### src/rtl/mcu_alu_pkg.sv
package mcu_alu_pkg;
  typedef enum logic [4:0] {
    OP_ADD   = 5'd0,  OP_ADDHI = 5'd1,  OP_SUB  = 5'd2,  OP_SUBHI = 5'd3,
    OP_AND   = 5'd4,  OP_OR    = 5'd5,  OP_XOR  = 5'd6,  OP_NOT   = 5'd7,
    OP_SHL   = 5'd8,  OP_USHR  = 5'd9,  OP_ISHR = 5'd10, OP_ROT   = 5'd11,
    OP_MUL8  = 5'd12, OP_MIN   = 5'd13, OP_MAX  = 5'd14, OP_CMP   = 5'd15,
    OP_MOVI  = 5'd16
  } alu_op_e;

  localparam logic [7:0] CMP_GT = 8'h00;
  localparam logic [7:0] CMP_EQ = 8'h2b;
  localparam logic [7:0] CMP_LT = 8'h1e;
endpackage

### src/rtl/mcu_alu_addsub.sv
module mcu_alu_addsub #(
  parameter int DATA_W = 32
) (
  input  logic              sub_i,
  input  logic              hi_i,
  input  logic [DATA_W-1:0] a_i,
  input  logic [DATA_W-1:0] b_i,
  input  logic              cin_i,
  output logic [DATA_W-1:0] sum_o,
  output logic              cout_o
);
  logic [DATA_W:0] wide;
  logic            ci;

  assign ci = hi_i & cin_i;

  always_comb begin
    if (sub_i) wide = {1'b0, a_i} - {1'b0, b_i} - {{DATA_W{1'b0}}, ci};
    else       wide = {1'b0, a_i} + {1'b0, b_i} + {{DATA_W{1'b0}}, ci};
  end

  // top bit is carry for add, borrow for sub
  assign sum_o  = wide[DATA_W-1:0];
  assign cout_o = wide[DATA_W];
endmodule

### src/rtl/mcu_alu_shift.sv
module mcu_alu_shift #(
  parameter int DATA_W = 32,
  localparam int SH_W  = $clog2(DATA_W)
) (
  input  mcu_alu_pkg::alu_op_e op_i,
  input  logic [DATA_W-1:0]    a_i,
  input  logic [SH_W-1:0]      amt_i,
  output logic [DATA_W-1:0]    res_o
);
  import mcu_alu_pkg::*;
  logic [2*DATA_W-1:0] dbl;

  assign dbl = {a_i, a_i} << amt_i;

  always_comb begin
    unique case (op_i)
      OP_SHL:  res_o = a_i << amt_i;
      OP_USHR: res_o = a_i >> amt_i;
      OP_ISHR: res_o = DATA_W'($signed(a_i) >>> amt_i);
      OP_ROT:  res_o = dbl[2*DATA_W-1:DATA_W];
      default: res_o = '0;
    endcase
  end
endmodule

### src/rtl/mcu_alu_order.sv
module mcu_alu_order #(
  parameter int DATA_W = 32
) (
  input  logic [DATA_W-1:0] a_i,
  input  logic [DATA_W-1:0] b_i,
  output logic [DATA_W-1:0] min_o,
  output logic [DATA_W-1:0] max_o,
  output logic [DATA_W-1:0] cmp_o
);
  import mcu_alu_pkg::*;
  logic lt, eq;

  assign lt    = a_i < b_i;
  assign eq    = a_i == b_i;
  assign min_o = lt ? a_i : b_i;
  assign max_o = lt ? b_i : a_i;
  assign cmp_o = DATA_W'(eq ? CMP_EQ : (lt ? CMP_LT : CMP_GT));
endmodule

### src/rtl/mcu_alu.sv
module mcu_alu #(
  parameter int DATA_W = 32,
  parameter int IMM_W  = 16,
  parameter int MUL_W  = 8,
  localparam int SH_W  = $clog2(DATA_W)
) (
  input  logic              clk_i,
  input  logic              rst_ni,
  input  logic [4:0]        op_i,
  input  logic [DATA_W-1:0] src1_i,
  input  logic [DATA_W-1:0] src2_i,
  input  logic [IMM_W-1:0]  imm_i,
  input  logic              use_imm_i,
  input  logic [SH_W-1:0]   imm_shift_i,
  output logic [DATA_W-1:0] result_o,
  output logic              carry_o
);
  import mcu_alu_pkg::*;

  alu_op_e           op;
  logic [DATA_W-1:0] op2, imm_ext;
  logic [DATA_W-1:0] as_res, sh_res, min_res, max_res, cmp_res, mul_res;
  logic              as_cout, is_arith, carry_q;

  assign op       = alu_op_e'(op_i);
  assign imm_ext  = {{(DATA_W-IMM_W){1'b0}}, imm_i};
  assign op2      = use_imm_i ? imm_ext : src2_i;
  assign is_arith = (op == OP_ADD) || (op == OP_ADDHI) || (op == OP_SUB) || (op == OP_SUBHI);
  assign mul_res  = DATA_W'(src1_i[MUL_W-1:0] * op2[MUL_W-1:0]);

  mcu_alu_addsub #(.DATA_W(DATA_W)) u_addsub (
    .sub_i (op == OP_SUB || op == OP_SUBHI),
    .hi_i  (op == OP_ADDHI || op == OP_SUBHI),
    .a_i   (src1_i),
    .b_i   (op2),
    .cin_i (carry_q),
    .sum_o (as_res),
    .cout_o(as_cout)
  );

  mcu_alu_shift #(.DATA_W(DATA_W)) u_shift (
    .op_i (op),
    .a_i  (src1_i),
    .amt_i(op2[SH_W-1:0]),
    .res_o(sh_res)
  );

  mcu_alu_order #(.DATA_W(DATA_W)) u_order (
    .a_i  (src1_i),
    .b_i  (op2),
    .min_o(min_res),
    .max_o(max_res),
    .cmp_o(cmp_res)
  );

  always_comb begin
    case (op)
      OP_ADD, OP_ADDHI, OP_SUB, OP_SUBHI: result_o = as_res;
      OP_AND:  result_o = src1_i & op2;
      OP_OR:   result_o = src1_i | op2;
      OP_XOR:  result_o = src1_i ^ op2;
      OP_NOT:  result_o = ~op2;
      OP_SHL, OP_USHR, OP_ISHR, OP_ROT: result_o = sh_res;
      OP_MUL8: result_o = mul_res;
      OP_MIN:  result_o = min_res;
      OP_MAX:  result_o = max_res;
      OP_CMP:  result_o = cmp_res;
      OP_MOVI: result_o = imm_ext << imm_shift_i;
      default: result_o = '0;
    endcase
  end

  always_ff @(posedge clk_i or negedge rst_ni) begin
    if (!rst_ni)       carry_q <= 1'b0;
    else if (is_arith) carry_q <= as_cout;
  end

  assign carry_o = carry_q;

  assert_carry_hold_R4: assert property (@(posedge clk_i) disable iff (!rst_ni)
    !is_arith |=> $stable(carry_q));

  assert_cmp_code_R10: assert property (@(posedge clk_i) disable iff (!rst_ni)
    op == OP_CMP |-> (result_o == DATA_W'(CMP_GT) || result_o == DATA_W'(CMP_EQ)
                      || result_o == DATA_W'(CMP_LT)));

  assert_min_le_max_R9: assert property (@(posedge clk_i) disable iff (!rst_ni)
    op == OP_MIN |-> (min_res <= max_res && (result_o == src1_i || result_o == op2)));

  assert_mul_width_R8: assert property (@(posedge clk_i) disable iff (!rst_ni)
    op == OP_MUL8 |-> result_o[DATA_W-1:2*MUL_W] == '0);

  assert_add_carry_R2: assert property (@(posedge clk_i) disable iff (!rst_ni)
    op == OP_ADD |=> carry_q == ({1'b0, $past(result_o)} < {1'b0, $past(src1_i)}));
endmodule

### config.mk
export PLATFORM = sky130hd
export DESIGN_NAME = mcu_alu
export DESIGN_NICKNAME = d
export VERILOG_FILES = /design/src/rtl/mcu_alu_pkg.sv /design/src/rtl/mcu_alu_addsub.sv /design/src/rtl/mcu_alu_shift.sv /design/src/rtl/mcu_alu_order.sv /design/src/rtl/mcu_alu.sv
export SDC_FILE = /design/constraint.sdc
export NUM_CORES = 1
export LEC_CHECK = 0
export ABC_AREA = 1
export BUFFER_PORTS_ARGS = -buffer_cell sky130_fd_sc_hd__buf_2
export CAP_MARGIN = 20
export CELL_PAD_IN_SITES_DETAIL_PLACEMENT = 0
export CELL_PAD_IN_SITES_GLOBAL_PLACEMENT = 1
export CORE_MARGIN = 10
export CORE_UTILIZATION = 40
export CTS_BUF_LIST = sky130_fd_sc_hd__clkbuf_4 sky130_fd_sc_hd__clkbuf_8 sky130_fd_sc_hd__clkbuf_16
export CTS_CLUSTER_DIAMETER = 200
export DETAILED_ROUTE_END_ITERATION = 6
export PLACE_DENSITY = 0.84
export SLEW_MARGIN = 30
export SYNTH_ARGS = -nofsm -noshare
export SYNTH_HDL_FRONTEND = slang
export SYNTH_SLANG_ARGS = --single-unit
### constraint.sdc
create_clock -name clk_i -period 11.85 [get_ports clk_i]
set_input_delay 0 -clock clk_i [delete_from_list [all_inputs] [get_ports clk_i]]
set_output_delay 0 -clock clk_i [all_outputs]
set_load 0.01 [all_outputs]
==> results.toml <==
[run_status]
outcome = "finished with violations"
violations = "design-rule violations"

[die]
io-pin-count = 126
start_util_pct = 40.6
die_area_um2 = 51600
core-area_um2 = 42200
chipHeight_um = 227
rows = 75
die_w_um = 227

[power]
swShare_pct = 69.3
clkPwrFrac_pct = 0
ir_drop_mv = 0.0973
power_leakage_uw = 0.00976
p_per_area_nw_per_um2 = 71.0
switchingPower_uw = 885
pwr-share-comb_pct = 99.5
power.share.sequential_pct = 0.5
cellInternalPower_uw = 391

[timing]
setup_viol = 0
post-route-period-util_pct = 48.3
drv_slew = 0
fin_tns_setup_ns = 0
fin_worst_skew_ns = 0
tightestPinTransition_ns = 1.05
post-route-min-period_ns = 5.72
hold_viol = 0
max_slew_margin_pct = 29.2
fmax_ghz = 0.175
rsz0062_at_grt = "no"
holdWs_ns = 0.316

[cells_and_area]
multiInputGateArea_um2 = 14900
num-nets-final = 3694
area_delta_synth_final_pct = 4.74
largest_reg_flops = 1
seqCellArea_um2 = 25.0
fill_cells = 4981
drive_above_1_share_pct = 6.33

[global_route]
grt_util_met1_pct = 46.8
antenna_found_initial = 3
grtUsageMet3_pct = 6.97
grt_pass1_vias = 20800
grt_max_degree = 85
grt_overflow = 0
top_usage_layer = "met2"
grt_pass1_wl_mm = 132
grtUsageMet2_pct = 47.3
grt_usage_pct = 33.4

[worst_setup_path]
crit_arrival_ns = 5.72
setup.worst_path.class = "primary input to primary output"
cp_max_fo = 64
start_kind = "primary input"
critPathRequiredTime_ns = 11.85
cp-end-kind = "primary output"

[synth]
yosysTopAreaCellShare_pct = 21.7
yosys-top-cells-area = "nand3_1 (22%), nand2_1 (21%), ha_1 (14%), inv_1 (8.0%), nor2_1 (7.6%)"
ys_types = 47
synth_area_leader_cell = "nand3_1"
ys_async_sr_fraction_pct = 100
synth.net_count = 3677
synth-edff-count = 0
synth_cells = 3349
netlist_area_um2 = 17200
synth.most_common_cell = "nand2_1"
yosysWarnings = 0
ys_seq_area_share_pct = 0.146
synth_common_cells = "nand2_1 (964), nand3_1 (743), inv_1 (366)"
ys_ff_latch = 1
syn_avg_cell_area_um2 = 5.12
synthFlopType = "dfrtp_1"

[placed_design]
portBuffers = 125
hpwl_mm = 73.7
gp_congestion = 1.05

[detailed_routing]
wl_per_cell_um = 23.1
drt-initial-drc-count = 3933
antenna_left = 0
firstDrtPassIters = 7
vias = 23700
wirelength_mm = 90.2
viasPerCell = 6.06
drcViolationCount = 2

[clock_network]
clk_pin_slew_ns = 0
post_cts_buffers = 0
postCtsHoldBufs = 1
insertion_delay_ns = 0
post_cts_resized = 0

[hold_path]
hold_path.class = "primary input to async pin"

[run]
drv_cap = 0
-- layer usage --
| layer | up-vias | share of wire (%) |
|---|---|---|
| li1 | 11100 | - |
| met1 | 10600 | 41 |
| met2 | 1817 | 39 |
| met3 | 235 | 14 |
| met4 | 6 | 5.6 |
| met5 | - | 0.098 |
-- cells by family (layout without fill, tap and decap cells) --
| group | after synthesis | in the layout | share of synthesized area (%) |
|---|---|---|---|
| and+or+nand+nor | 2183 | 2183 | 54.9 |
| adders and majority gates | 235 | 235 | 18.9 |
| buffers and inverters | 539 | 554 | 13.2 |
| other | 0 | 1 | 0 |
| AOI/OAI and AO/OA | 383 | 383 | 12.4 |
| DFF | 1 | 1 | 0.146 |
| xor gates and xnor gates | 8 | 8 | 0.408 |
-- power groups by stage --
stage | sequential [uW] | clock [uW] | combinational (uW)
global placement | 6.54 | 0 | 1230
finish | 6.02 | 0.0000113 | 1270
floorplan | 4.89 | 0 | 878
CTS | 6.53 | 0 | 1230
detailed placement | 6.46 | 0 | 1220
global route | 6.58 | 0.0000113 | 1410
-- final cells by class --
cell class                 instances  share of cell area, %
multi-input combinational       2809                   83.0
inverter                         397                   8.29
timing repair buffer             157                   4.83
tap                              539                   3.75
sequential                         1                  0.139
antenna                            1                 0.0139
-- through the flow --
step	utilization [%]	total power, uW	setup slack, ns	instance area (um^2)	std cells
6_report	42.6	1280	6.13	18000	3904
5_1_grt	42.6	1410	5.74	18000	3904
3_3_place_gp	42.5	1240	6.25	18000	3902
2_1_floorplan	-	883	7.41	17200	3349
4_1_cts	42.6	1240	6.21	18000	3903
3_5_place_dp	42.5	1230	6.26	18000	3902
-- worst max-delay path, cell delays in order --
cell     delay [ns]
buf_2          0.48
nand2_1        0.19
o21ai_4        0.08
buf_4          0.41
inv_2          0.04
buf_4          0.35
ha_1           0.34
fa_1           0.51
fa_1           0.44
fa_1           0.56
inv_1          0.06
fa_1           0.54
inv_1          0.05
ha_1           0.32
inv_1          0.12
o21ai_0        0.10
nand3_1        0.09
nand2_1        0.06
nand2_1        0.05
nand3_1        0.09
nor2_1         0.10
nor2_1         0.05
nand2_1        0.17
nand3_1        0.10
nor2_1         0.11
nand2_1        0.10
buf_2          0.15
-- path summary, 6_finish.rpt --
check                                     from  slack (ns)                  end  depth (start not counted)
min in group clk_i                   src1_i[9]        0.50          result_o[9]                          4
max reg2reg                carry_o$_DFFE_PN0P_        8.17  carry_o$_DFFE_PN0P_                         19
min                                     rst_ni        0.32  carry_o$_DFFE_PN0P_                          2
min reg2reg                carry_o$_DFFE_PN0P_        0.72  carry_o$_DFFE_PN0P_                          2
max                                  use_imm_i        6.13         result_o[15]                         27
max in group asynchronous               rst_ni       11.45  carry_o$_DFFE_PN0P_                          2
-- cell usage in the layout, fill, tap and decap left out, types with 26 or more instances in the layout --
master,n
nor3_1,38
inv_1,366
o22ai_1,26
nand3_1,743
o21ai_1,33
ha_1,195
a21oi_1,146
nand2_1,964
o21ai_0,112
fa_1,40
buf_4,31
buf_2,125
nand4_1,50
nor2_1,345
Power figures use the tool's default switching activity.
